$ cat src/rtl/qsseq_pkg.sv
package qsseq_pkg;

    localparam int SMP_W  = 12;
    localparam int CODE_W = 7;

    typedef enum logic [1:0] {
        PH_DEBOUNCE,
        PH_SETTLE,
        PH_DONE
    } phase_e;

    // Recovery-detection mode chosen from comparator enable and threshold
    typedef struct packed {
        logic             fast;
        logic [SMP_W-1:0] thr;
    } swap_mode_t;

    // Threshold code to sample units, clamped to the legal code range
    function automatic logic [SMP_W-1:0] code_to_thr(
        input logic [CODE_W-1:0] code,
        input int                cmin,
        input int                cmax,
        input int                step
    );
        int c;
        c = int'(code);
        if (c < cmin) c = cmin;
        if (c > cmax) c = cmax;
        return SMP_W'(c * step);
    endfunction

endpackage

$ cat src/rtl/ocv_qs_sync.sv
module ocv_qs_sync (
    input  logic clk,
    input  logic rst,
    input  logic pin_async,
    output logic rise
);
    logic meta_q, sync_q, last_q;

    always_ff @(posedge clk) begin
        if (rst) begin
            meta_q <= 1'b0;
            sync_q <= 1'b0;
            last_q <= 1'b0;
        end else begin
            meta_q <= pin_async;
            sync_q <= meta_q;
            last_q <= sync_q;
        end
    end

    assign rise = sync_q & ~last_q;


    pin_single_edge_chk: assert property (@(posedge clk) disable iff (rst)
        rise |=> !rise);

endmodule

$ cat src/rtl/ocv_swap_detect.sv
module ocv_swap_detect
    import qsseq_pkg::*;
#(
    parameter int FAST_TICKS = 1,
    parameter int SLOW_TICKS = 250
) (
    input  logic             clk,
    input  logic             rst,
    input  logic             tick,
    input  logic [SMP_W-1:0] sample,
    input  logic             cmp_above,
    input  swap_mode_t       mode,
    output logic             fire
);
    localparam int LIM_MAX = (SLOW_TICKS > FAST_TICKS) ? SLOW_TICKS : FAST_TICKS;
    localparam int CW      = $clog2(LIM_MAX + 1);

    logic          armed;
    logic [CW-1:0] cnt;
    logic [CW-1:0] cnt_inc;
    logic [CW-1:0] limit;
    logic          below;
    logic          above_tick;

    always_comb begin
        limit      = mode.fast ? CW'(FAST_TICKS) : CW'(SLOW_TICKS);
        below      = mode.fast ? ~cmp_above : (tick && (sample < mode.thr));
        above_tick = tick && (mode.fast ? cmp_above : (sample >= mode.thr));
        cnt_inc    = cnt + CW'(1);
    end

    always_ff @(posedge clk) begin
        if (rst) begin
            armed <= 1'b0;
            cnt   <= '0;
            fire  <= 1'b0;
        end else begin
            fire <= 1'b0;
            if (below) begin
                armed <= 1'b1;
                cnt   <= '0;
            end else if (armed && above_tick) begin
                if (cnt_inc >= limit) begin
                    fire  <= 1'b1;
                    armed <= 1'b0;
                    cnt   <= '0;
                end else begin
                    cnt <= cnt_inc;
                end
            end
        end
    end


    fire_needs_arm_chk: assert property (@(posedge clk) disable iff (rst)
        !armed |=> !fire);


    fire_pulse_chk: assert property (@(posedge clk) disable iff (rst)
        fire |=> !fire);

endmodule

$ cat src/rtl/ocv_peak_seq.sv
module ocv_peak_seq
    import qsseq_pkg::*;
#(
    parameter int N_SAMPLES = 16,
    parameter int OCV_TICKS = 17,
    parameter int SOC_TICKS = 175
) (
    input  logic             clk,
    input  logic             rst,
    input  logic             tick,
    input  logic [SMP_W-1:0] sample,
    input  logic             start,
    output logic [SMP_W-1:0] ocv_est,
    output logic             ocv_ready,
    output logic             soc_ready
);
    localparam int CNT_MAX = (OCV_TICKS > SOC_TICKS) ? OCV_TICKS : SOC_TICKS;
    localparam int CW      = $clog2(CNT_MAX + 1);

    phase_e           phase;
    logic [CW-1:0]    cnt;
    logic [CW-1:0]    cnt_inc;
    logic [SMP_W-1:0] peak;
    logic [SMP_W-1:0] peak_nx;

    always_comb begin
        cnt_inc = cnt + CW'(1);
        peak_nx = peak;
        if ((cnt < CW'(N_SAMPLES)) && (sample > peak)) peak_nx = sample;
    end

    always_ff @(posedge clk) begin
        if (rst || start) begin
            phase     <= PH_DEBOUNCE;
            cnt       <= '0;
            peak      <= '0;
            ocv_est   <= '0;
            ocv_ready <= 1'b0;
            soc_ready <= 1'b0;
        end else if (tick) begin
            case (phase)
                PH_DEBOUNCE: begin
                    peak <= peak_nx;
                    if (cnt_inc == CW'(OCV_TICKS)) begin
                        ocv_est   <= peak_nx;
                        ocv_ready <= 1'b1;
                        phase     <= PH_SETTLE;
                        cnt       <= '0;
                    end else begin
                        cnt <= cnt_inc;
                    end
                end
                PH_SETTLE: begin
                    if (cnt_inc == CW'(SOC_TICKS)) begin
                        soc_ready <= 1'b1;
                        phase     <= PH_DONE;
                        cnt       <= '0;
                    end else begin
                        cnt <= cnt_inc;
                    end
                end
                default: ;
            endcase
        end
    end


    soc_after_ocv_chk: assert property (@(posedge clk) disable iff (rst)
        soc_ready |-> ocv_ready);


    start_clears_chk: assert property (@(posedge clk) disable iff (rst)
        start |=> (!ocv_ready && !soc_ready && ocv_est == '0));


    est_hold_chk: assert property (@(posedge clk) disable iff (rst)
        (ocv_ready && !start) |=> $stable(ocv_est));


    est_zero_chk: assert property (@(posedge clk) disable iff (rst)
        !ocv_ready |-> (ocv_est == '0));


    peak_monotone_chk: assert property (@(posedge clk) disable iff (rst)
        (phase == PH_DEBOUNCE && !start) |=> (peak >= $past(peak)));

endmodule

$ cat src/rtl/ocv_start_seq.sv
module ocv_start_seq
    import qsseq_pkg::*;
#(
    parameter int N_SAMPLES  = 16,
    parameter int OCV_TICKS  = 17,
    parameter int SOC_TICKS  = 175,
    parameter int FAST_TICKS = 1,
    parameter int SLOW_TICKS = 250,
    parameter int CODE_MIN   = 57,
    parameter int CODE_MAX   = 87,
    parameter int STEP_LSB   = 32
) (
    input  logic              clk,
    input  logic              rst,
    input  logic              tick_ms,
    input  logic [SMP_W-1:0]  cell_smp,
    input  logic              cmp_above,
    input  logic              comp_dis,
    input  logic              hib_active,
    input  logic [CODE_W-1:0] vrst_code,
    input  logic              qs_pin,
    input  logic              qs_cmd,
    output logic [SMP_W-1:0]  ocv_est,
    output logic              ocv_ready,
    output logic              soc_ready
);
    logic       pin_rise;
    logic       swap_fire;
    logic       start;
    swap_mode_t mode;

    always_comb begin
        mode.fast = ~(comp_dis & hib_active);
        mode.thr  = code_to_thr(vrst_code, CODE_MIN, CODE_MAX, STEP_LSB);
        start     = pin_rise | qs_cmd | swap_fire;
    end

    ocv_qs_sync u_sync (
        .clk       (clk),
        .rst       (rst),
        .pin_async (qs_pin),
        .rise      (pin_rise)
    );

    ocv_swap_detect #(
        .FAST_TICKS (FAST_TICKS),
        .SLOW_TICKS (SLOW_TICKS)
    ) u_swap (
        .clk       (clk),
        .rst       (rst),
        .tick      (tick_ms),
        .sample    (cell_smp),
        .cmp_above (cmp_above),
        .mode      (mode),
        .fire      (swap_fire)
    );

    ocv_peak_seq #(
        .N_SAMPLES (N_SAMPLES),
        .OCV_TICKS (OCV_TICKS),
        .SOC_TICKS (SOC_TICKS)
    ) u_seq (
        .clk       (clk),
        .rst       (rst),
        .tick      (tick_ms),
        .sample    (cell_smp),
        .start     (start),
        .ocv_est   (ocv_est),
        .ocv_ready (ocv_ready),
        .soc_ready (soc_ready)
    );


    cmd_restart_chk: assert property (@(posedge clk) disable iff (rst)
        qs_cmd |=> !ocv_ready);

endmodule

$ cat config.mk
export PLATFORM = sky130hd
export DESIGN_NAME = ocv_start_seq
export DESIGN_NICKNAME = d
export VERILOG_FILES = /design/src/rtl/qsseq_pkg.sv /design/src/rtl/ocv_qs_sync.sv /design/src/rtl/ocv_swap_detect.sv /design/src/rtl/ocv_peak_seq.sv /design/src/rtl/ocv_start_seq.sv
export SDC_FILE = /design/constraint.sdc
export NUM_CORES = 1
export LEC_CHECK = 0
export CAP_MARGIN = 20
export CORE_MARGIN = 3
export CORE_UTILIZATION = 43
export DETAILED_ROUTE_END_ITERATION = 6
export DONT_BUFFER_PORTS = 1
export PLACE_DENSITY = 0.69
export SLEW_MARGIN = 5
export SYNTH_ARGS = -nofsm -noshare
export SYNTH_HDL_FRONTEND = slang
export SYNTH_SLANG_ARGS = --single-unit
$ cat constraint.sdc
create_clock -name clk -period 3.06 [get_ports clk]
set_input_delay 0.459 -clock clk [delete_from_list [all_inputs] [get_ports clk]]
set_output_delay 0.459 -clock clk [all_outputs]
set_load 0.02 [all_outputs]
=== Word-level counts from Yosys, hierarchy flattened ===
Cells that the tools add are included.

* Register bits: 49

* $add $sub $neg: 2
* Order comparisons: 7
* Equal/unequal tests: 5
* Multiplexer cells: 17
* Bitwise operators: 7
* Reductions and logical operators: 17

{| class="wikitable"
|+ Operators with widths
! operator !! number
|-
| > comparator 32 x 8 -> 1 bit, second input constant || 1
|-
| 2-to-1 mux 8 bit || 4
|-
| adder 8 x 1 -> 8 bit, second input constant || 2
|-
| one-hot mux 8 bit (2 select lines) || 1
|-
| 2-to-1 mux 7 bit || 2
|-
| greater-or-equal comparator 12 bit || 1
|-
| > comparator 12 bit || 1
|-
| less-than comparator 12 bit || 1
|-
| 2-to-1 mux 12 bit || 1
|-
| equality test 8 x 5 -> 1 bit, second input constant || 1
|-
| equality test 8 bit, second input constant || 1
|-
| greater-or-equal comparator 8 bit || 1
|-
| less-than comparator 8 x 5 -> 1 bit, second input constant || 1
|-
| less-than comparator 7 x 6 -> 1 bit, second input constant || 1
|-
| 2-to-1 mux 1 bit || 6
|-
| AND reduction 2 bit || 3
|-
| AND reduction 3 bit || 2
|-
| nonzero test 2 bit || 3
|-
| logical AND 1 bit || 4
|-
| 2-to-1 mux 2 bit || 2
|-
| != test 2 x 1 -> 1 bit, second input constant || 2
|-
| one-hot mux 2 bit (2 select lines) || 1
|-
| AND reduction 4 bit || 1
|-
| inverter 1 bit || 3
|-
| 7 further kinds || 9
|}

=== Longest topological paths before layout ===
Gate-level depths: netlist of run 1.

* Depth in word-level cells: 10
* Gate-level depth with buffers: 12
* Depth with buffers taken out: 11

=== Cells and area by module ===
From an unflattened synthesis of run 1, not the netlist that was laid out.

* Cells, all modules: 386
* Area total of the unflattened synthesis: 3273.1 um^2

{| class="wikitable"
|+ By module, submodules not included
! module !! times used !! cells an instance !! area each (um^2) !! sequential area each (um^2)
|-
| ocv_peak_seq || 1 || 240 || 2031.9 || 720.7
|-
| ocv_swap_detect || 1 || 118 || 1034.7 || 200.2
|-
| ocv_start_seq || 1 || 21 || 118.9 || 0.0
|-
| ocv_qs_sync || 1 || 7 || 87.6 || 60.1
|}

=== Least setup slack after synthesis of run 1 ===
No wires, ideal clock.

* Kind: input port to flip-flop
* Start point: in vrst_code[6]
* End point: reg u_swap.cnt[0]
* Arrival time: 2598 ps
* Slack: 392 ps
* Stages on the path: 11
* Cell sequence: clkinv_1 or3_1 a21o_1 ha_1 nand2_1 nand4b_1 a31oi_1 o21ai_1 clkbuf_1 or3_1 a21oi_1

* Word-level cells in the longest chain between the ends: 8

{| class="wikitable"
|+ Ends and longest elaborated chain
! element !! RTL line !! RTL
|-
| start, declared || ocv_start_seq.sv:20 || <nowiki>input logic [CODE_W-1:0] vrst_code,</nowiki>
|-
| less-than comparator 7 x 6 -> 1 bit || qsseq_pkg.sv:27 || <nowiki>if (c < cmin) c = cmin;</nowiki>
|-
| 2-to-1 mux 7 bit * || qsseq_pkg.sv:27 ||
|-
| > comparator 32 x 8 -> 1 bit || qsseq_pkg.sv:28 || <nowiki>if (c > cmax) c = cmax;</nowiki>
|-
| 2-to-1 mux 7 bit * || qsseq_pkg.sv:28 ||
|-
| less-than comparator 12 bit / greater-or-equal comparator 12 bit (equally long branches) || ocv_swap_detect.sv:27, ocv_swap_detect.sv:28 ||
|-
| logical AND 1 bit / 2-to-1 mux 1 bit (equally long branches) || ocv_swap_detect.sv:27, ocv_swap_detect.sv:28 ||
|-
| 2-to-1 mux 1 bit / logical AND 1 bit (equally long branches) || ocv_swap_detect.sv:27, ocv_swap_detect.sv:28 ||
|-
| OR reduction 2 bit (no source line) / logical AND 1 bit (equally long branches) || n/a ||
|-
| end signal, assigned || ocv_swap_detect.sv:48 || <nowiki>cnt <= cnt_inc;</nowiki>
|-
| end, declared || ocv_swap_detect.sv:19 || <nowiki>logic [CW-1:0] cnt;</nowiki>
|}

Every way passes the cells marked *; elsewhere a longest branch is shown, timed or not.
A chain may end at the register's enable or synchronous reset.

=== Worst setup path after layout of run 1 ===
* Start point: reg u_swap.cnt[2]
* End point: reg u_swap.cnt[3]

* Word-level cells in the longest chain between the ends: 3

{| class="wikitable"
|+ Ends and longest elaborated chain
! element !! RTL line !! RTL
|-
| adder 8 x 1 -> 8 bit * || ocv_swap_detect.sv:29 || <nowiki>cnt_inc = cnt + CW'(1);</nowiki>
|-
| greater-or-equal comparator 8 bit || ocv_swap_detect.sv:43 || <nowiki>if (cnt_inc >= limit) begin</nowiki>
|-
| 2-to-1 mux 8 bit * || ocv_swap_detect.sv:43 ||
|}

Marked as above.

==> results of run 1 <==
where the power goes:
part	switching [mW]	leakage [nW]	internal (mW)
Combinational	0.0983	0.743	0.0660
Clock	0.213	0.0433	0.179
Sequential	0.00529	0.396	0.646
cells by family (layout without fill, tap and decap cells):
group           after synthesis  count (layout)  share of synthesized area
xor+xnor                     10              10                     0.0285
buf+inv                      40              35                     0.0571
mux                          13              13                     0.0424
fa+ha+maj                    30              30                      0.122
compound gates               96              96                      0.206
flops                        49              49                      0.319
simple gates                131             131                      0.225
metrics by stage:
stage | setup slack (ps) | hold WS (ps)
final | 328 | 214
after detailed placement | 167 | 422
after global routing | 60.9 | 198
after CTS | 358 | 206
after global placement | 233 | 419
after floorplan | 392 | 414
cell type report:
cell class,instances,area [sq um],share of cell area
inverter,22,82.6,0.0255
tap,96,120,0.0371
sequential,49,981,0.303
multi-input combinational,280,1910,0.591
timing repair buffer,6,48.8,0.0151
clock inverter,1,7.51,0.00232
clock buffer,6,82.6,0.0255
cells in the final DEF (no fill, tap or decap), types with 2 or more instances in the layout:
cell type / Yosys / routed
buf_4: 3 / 5
nand4b_1: 3 / 3
and2_1: 2 / 2
nor3_1: 7 / 7
xor2_1: 3 / 3
mux2i_1: 13 / 13
nand4_1: 3 / 3
nand2_1: 29 / 29
or3_1: 3 / 3
nor4_1: 4 / 4
or2_2: 3 / 3
a21oi_1: 30 / 30
o31ai_1: 16 / 16
inv_1: 21 / 21
a2111oi_0: 3 / 3
nand3_1: 29 / 29
nor2b_1: 5 / 5
o211ai_1: 3 / 3
a21o_1: 2 / 2
a31oi_1: 5 / 5
a211oi_1: 2 / 2
o21ai_1: 10 / 10
nor2_1: 22 / 22
o21ai_0: 13 / 13
nand2b_1: 8 / 8
o2bb2a_1: 2 / 2
dfxtp_1: 49 / 49
ha_1: 30 / 30
xnor2_1: 7 / 7
or4_1: 5 / 5
clkbuf_8: 0 / 6
final timing paths:
kind | from | endpoint | slack (ps) | depth (start not counted)
max reg2reg | u_swap.cnt[2]$_SDFFE_PP0P_ | u_swap.cnt[3]$_SDFFE_PP0P_ | 330 | 9
min reg2reg | u_sync.meta_q$_SDFF_PP0_ | u_sync.sync_q$_SDFF_PP0_ | 440 | 1
max | u_swap.cnt[2]$_SDFFE_PP0P_ | u_swap.cnt[3]$_SDFFE_PP0P_ | 330 | 9
min | rst | u_swap.armed$_SDFFE_PP0P_ | 210 | 1
routing by layer:
metal | share of wire | wire length (um) | up-vias
li1 | - | - | 1333
met1 | 0.48 | 3190 | 1192
met2 | 0.46 | 3050 | 50
met3 | 0.051 | 343 | 9
met4 | 0.014 | 94 | 0
met5 | 0 | 0 | -
sequential cells by signal (all words and copies together), names as in the netlist:
register,flops
u_seq.ocv_est,12
u_seq.peak,12
u_seq.cnt,8
u_swap.cnt,8
u_seq.phase,2
u_seq.ocv_ready,1
u_seq.soc_ready,1
u_swap.armed,1
u_swap.fire,1
u_sync.last_q,1
u_sync.meta_q,1
u_sync.sync_q,1
==> qor.csv, run 1 <==
metric;value;unit
kind of cell adding the most delay to the critical path;simple AND/OR/NAND/NOR gates;
post-cts sizing count;0;
# port buffers;0;
clk sink count;49;
post-DR wirelength/cell;14.5;um
Post-layout nets;421;
MaxCap Viol Count;0;
Slew Viols, Final;0;
Post-synth ARST share;0;
global-route wire length before repair;11400;um
unrepaired setup endpoints after global routing;false;
Fin Setup TNS;0;ps
Vias;2584;
core box area;6870;sq um
DRT Wirelength;6680;um
cell area after synthesis;3070;sq um
Period Utilization, post-route;0.893;
Hold Vio Cnt, Final;0;
most frequent cell after synthesis;dfxtp_1;
die width;90.5;um
predominant post-synthesis flop cell;dfxtp_1;
Syn. warnings;0;
Tmin final;2730;ps
Clk Tree Root Cell;clkbuf_8;
status;finished clean;
Avg Synthesized Cell Area;8.32;sq um
clock-pin transition on the worst setup and hold timing paths;90;ps
Buf/Inv on CP;0;
GR peak layer;met2;
Clock Path Buffers;2;
Die ar.;8190;sq um
CP endpoint kind;flop;
LEAKAGE;1.18;nW
Synth-to-Final Area Change;5.42;%
IO Count;41;
slowest stage delay, CP;420;ps
fillers;673;
largest net degree at the start of global routing;28;
starting density of the core;0.447;
Crit Path Class;reg2reg;
DRT iter0 DRCs;72;
area post-placement;3140;sq um
FP Rows;30;
GRT Overall Usage;0.165;
Slew @ Worst Pin;787;ps
Worst EP required;3290;ps
DRC;0;
slowest CP cell;dfxtp_1;
Synth top cells by count;dfxtp_1 (49), a21oi_1 (30), ha_1 (30);
crit-path cells;nand3_1, or2_2, xnor2_1, ha_1, a2111oi_0, o21ai_1, and2_1, or4_1, a31oi_1;
Peak Freq;366;MHz
vias per cell;5.62;
top cells by area, synth;dfxtp_1 (32%), ha_1 (12%), a21oi_1 (4.9%);
diode count;0;
Final Wtd Congestion;0.836;
post-synthesis register bit count;49;
post-synth top area cell;dfxtp_1;
layout cells sized above 1;0.0659;
GRT met1 Usage;0.210;
aggregate global routing overflow;0;
max_slew headroom;0.475;
Final ANT Viol Nets;0;
met2 GRT Util;0.272;
total power;1.21;mW
CTS tree;done;
Power Dens Cells;373;nW/um^2
share of the synthesized area in the top cell type;0.319;
crit path max fanout;5;
Post-DP HPWL;4960;um
# setup viols final;0;
VDD IR max;0.152;mV
number of synthesized flops with an enable pin;0;
register area share after synthesis;0.319;
Final Non-Filler Cells;460;
Post-Syn Nets;426;
Pre-Repair DR Iteration Count;4;
placed cells;452;
hold buffer count at cts;0;
total CTS buffers;5;
Die H;90.5;um
Post-CTS Setup Bufs;0;
Post-Syn Instances;369;
grt met3 use;0.0425;
worst hold path type;in2reg;
clk_lat worst skew;300;ps
htree depth;2;
Clock Skew;10.2;ps
Worst EP arrival;2960;ps
crit start category;flop;
vias in the first global route;2443;
fin util;0.471;
synth unique cells;53;
Finished Cell Area;3240;sq um
initial antenna violation count;0;
Note: power is estimated with default switching activity, not from simulation.
==> run 2, diff against run 1 <==
--- a/config.mk
+++ b/config.mk
@@ -14,4 +14,5 @@
 export SLEW_MARGIN = 5
 export SYNTH_ARGS = -nofsm -noshare
 export SYNTH_HDL_FRONTEND = slang
+export SYNTH_HIERARCHICAL = 1
 export SYNTH_SLANG_ARGS = --single-unit
==> constraint.sdc (replaced) <==
create_clock -name clk -period 3.1 [get_ports clk]
set_input_delay 0.465 -clock clk [delete_from_list [all_inputs] [get_ports clk]]
set_output_delay 0.465 -clock clk [all_outputs]
set_load 0.02 [all_outputs]
==> run 2 against run 1 <==
  * Fmax increased by 2.0%
  * Final cell count is 5.0% higher
  * Worst setup slack improved by 95 ps
  * First-iteration DRC count grew 36%
  * Power increased by 3.3%
  * Synthesized cell count is 4.6% higher
  * Wire length increased by 5.3%
  * Hold slack lost 9.6 ps
  * Largest power group unchanged
  * Highest routed layer unchanged
==> qor.csv, run 2 <==
metric;value;unit;change
Synth top cells by count;dfxtp_1 (49), ha_1 (35), inv_1 (32);;was dfxtp_1 (49), a21oi_1 (30), ha_1 (30)
Post-layout nets;445;;was 421
vias in the first global route;2646;;was 2443
most frequent cell after synthesis;dfxtp_1;;unchanged
CP most frequent cell;a21oi_2;;
core box area;7330;sq um;was 6870 sq um
htree depth;2;;unchanged
diode count;0;;unchanged
top flop regs;u_seq/ocv_est (12), u_seq/peak (12);;was u_seq.ocv_est (12), u_seq.peak (12)
Pre-Repair DR Iteration Count;4;;unchanged
number of synthesized flops with an enable pin;0;;unchanged
largest net degree at the start of global routing;27;;was 28
Post-synth ARST share;0;;unchanged
register area share after synthesis;0.300;;was 0.319
Clock Path Buffers;2;;unchanged
max_slew headroom;0.386;;was 0.475
synth unique cells;72;;was 53
Final Wtd Congestion;0.808;;was 0.836
hold_ws;205;ps;was 214 ps
clk_lat worst skew;320;ps;was 300 ps
crit start category;flop;;unchanged
Worst EP required;3360;ps;was 3290 ps
Power Dens Cells;361;nW/um^2;was 373 nW/um^2
cell area after synthesis;3270;sq um;was 3070 sq um
IO Count;41;;unchanged
Post-CTS Setup Bufs;0;;unchanged
Fin Setup TNS;0;ps;unchanged
Post-Syn Instances;386;;was 369
Clk Tree Root Cell;clkbuf_8;;unchanged
Synth-to-Final Area Change;5.50;%;was 5.42%
Finished Cell Area;3450;sq um;was 3240 sq um
worst hold path type;in2reg;;unchanged
total CTS buffers;5;;unchanged
Avg Synthesized Cell Area;8.48;sq um;was 8.32 sq um
aggregate global routing overflow;0;;unchanged
initial antenna violation count;0;;unchanged
Slew @ Worst Pin;922;ps;was 787 ps
crit-path cells;and3_1, nand3_1, xnor2_1, ha_1, a2111o_1, a31oi_2, a21oi_2, or4b_4, a21oi_2;;was nand3_1, or2_2, xnor2_1, ha_1, a2111oi_0, o21ai_1, and2_1, or4_1, a31oi_1
commonest non-fill, non-tap cell in the layout;dfxtp_1;;unchanged
commonest non-fill, non-tap cells in the layout;dfxtp_1 (49), ha_1 (35), inv_1 (32);;was dfxtp_1 (49), a21oi_1 (30), ha_1 (30)
crit path max fanout;6;;was 5
GRT Overall Usage;0.172;;was 0.165
post-cts sizing count;0;;unchanged
DRC;0;;unchanged
starting density of the core;0.446;;was 0.447
Vias;2701;;was 2584
Hold Vio Cnt, Final;0;;unchanged
slowest CP cell;or4b_4;;was dfxtp_1
# setup viols final;0;;unchanged
Crit Path Class;reg2reg;;unchanged
Period Utilization, post-route;0.864;;was 0.893
top cells by area, synth;dfxtp_1 (30%), ha_1 (13%), a21oi_1 (4.0%);;was dfxtp_1 (32%), ha_1 (12%), a21oi_1 (4.9%)
fillers;700;;was 673
Tmin final;2680;ps;was 2730 ps
MaxCap Viol Count;0;;unchanged
vias per cell;5.59;;was 5.62
Die ar.;8690;sq um;was 8190 sq um
die width;93.2;um;was 90.5 um
unrepaired setup endpoints after global routing;false;;unchanged
DRT Wirelength;7030;um;was 6680 um
share of the synthesized area in the top cell type;0.300;;was 0.319
post-synthesis register bit count;49;;unchanged
status;finished clean;;unchanged
total power;1.25;mW;was 1.21 mW
Peak Freq;374;MHz;was 366 MHz
post-synth top area cell;dfxtp_1;;unchanged
post-DR wirelength/cell;14.6;um;was 14.5 um
hold buffer count at cts;0;;unchanged
predominant post-synthesis flop cell;dfxtp_1;;unchanged
DRT iter0 DRCs;98;;was 72
Multi-input gate area;2100;sq um;was 1910 sq um
Syn. warnings;6;;was 0
# port buffers;0;;unchanged
LEAKAGE;1.38;nW;was 1.18 nW
Clock Skew;9.78;ps;was 10.2 ps
slowest stage delay, CP;540;ps;was 420 ps
clock-pin transition on the worst setup and hold timing paths;100;ps;was 90 ps
VDD IR max;0.176;mV;was 0.152 mV
Slew Viols, Final;0;;unchanged
area post-placement;3340;sq um;was 3140 sq um
Worst EP arrival;2940;ps;was 2960 ps
CTS tree;done;;unchanged
Post-DP HPWL;5200;um;was 4960 um
clk sink count;49;;unchanged
Die H;93.2;um;was 90.5 um
Final ANT Viol Nets;0;;unchanged
layout cells sized above 1;0.0885;;was 0.0659
global-route wire length before repair;12200;um;was 11400 um
Storage cell area;981;sq um;unchanged
CP endpoint kind;flop;;unchanged
FP Rows;31;;was 30
run 2: cell types whose count changed after synthesis, sizes merged, moves of 4 or more:
| cell | delta |
|---|---|
| nand3 | -8 |
| inv | +11 |
| ha | +5 |
| a31oi | +4 |
| or4 | -5 |
| mux2i | -5 |
| and3 | +5 |
| nand4 | +5 |
| nand3b | +4 |
run 2: final cells by class:
cell class / instances / share of cell area
Clock buffer: 5 / 0.0199
Sequential cell: 49 / 0.284
Inverter: 32 / 0.0348
Clock inverter: 3 / 0.00978
Tap cell: 99 / 0.0359
Multi-Input combinational cell: 292 / 0.608
Timing Repair Buffer: 3 / 0.00761
run 2: logic make-up (layout without fill, tap and decap cells):
group / Yosys count / in the layout / share of synthesized area
other: 1 / 5 / 0.00115
XOR/XNOR: 11 / 11 / 0.0294
buffers and inverters: 49 / 43 / 0.0635
multiplexers: 8 / 8 / 0.0245
AND/OR/NAND/NOR: 133 / 133 / 0.230
AO/OA/AOI/OAI: 100 / 100 / 0.218
flip-flops: 49 / 49 / 0.300
adder cells (fa/ha/maj): 35 / 35 / 0.134
run 2: stage by stage:
step	instances	util	setup WS, ps
6_report	483	0.471	423
5_1_grt	483	0.471	275
4_1_cts	482	0.470	420
3_5_place_dp	474	0.456	283
3_3_place_gp	474	0.456	374
2_1_floorplan	390	-	620
run 2: path summary, 6_finish.rpt:
kind                            slack, ps  cells past startpoint                       start                          to
worst min-delay path                  200                      1                         rst   u_swap/armed$_SDFFE_PP0P_
worst min register to register        460                      1    u_sync/meta_q$_SDFF_PP0_    u_sync/sync_q$_SDFF_PP0_
worst max register to register        420                      9  u_swap/cnt[2]$_SDFFE_PP0P_  u_swap/cnt[2]$_SDFFE_PP0P_
worst max-delay path                  420                      9  u_swap/cnt[2]$_SDFFE_PP0P_  u_swap/cnt[2]$_SDFFE_PP0P_
run 2: routing by layer:
layer,vias to the layer above,GRT usage,part of all wire
li1,1391,-,-
met1,1236,0.215,0.45
met2,64,0.287,0.48
met3,10,0.0402,0.054
met4,0,0.0611,0.017
met5,-,0,0
run 2: where the power goes:
group	switching, mW	total, mW	internal, mW
logic	0.109	0.184	0.0754
registers	0.00610	0.644	0.638
clock network	0.251	0.419	0.169
total	0.366	1.25	0.882
run 2: worst max-delay path, delay by kind of cell, from the launching register on:
family / cells / cell delay (ps)
AOI/OAI and AO/OA: 4 / 850
xor gates and xnor gates: 1 / 210
adders and majority gates: 1 / 280
DFF: 1 / 420
and+or+nand+nor: 3 / 860
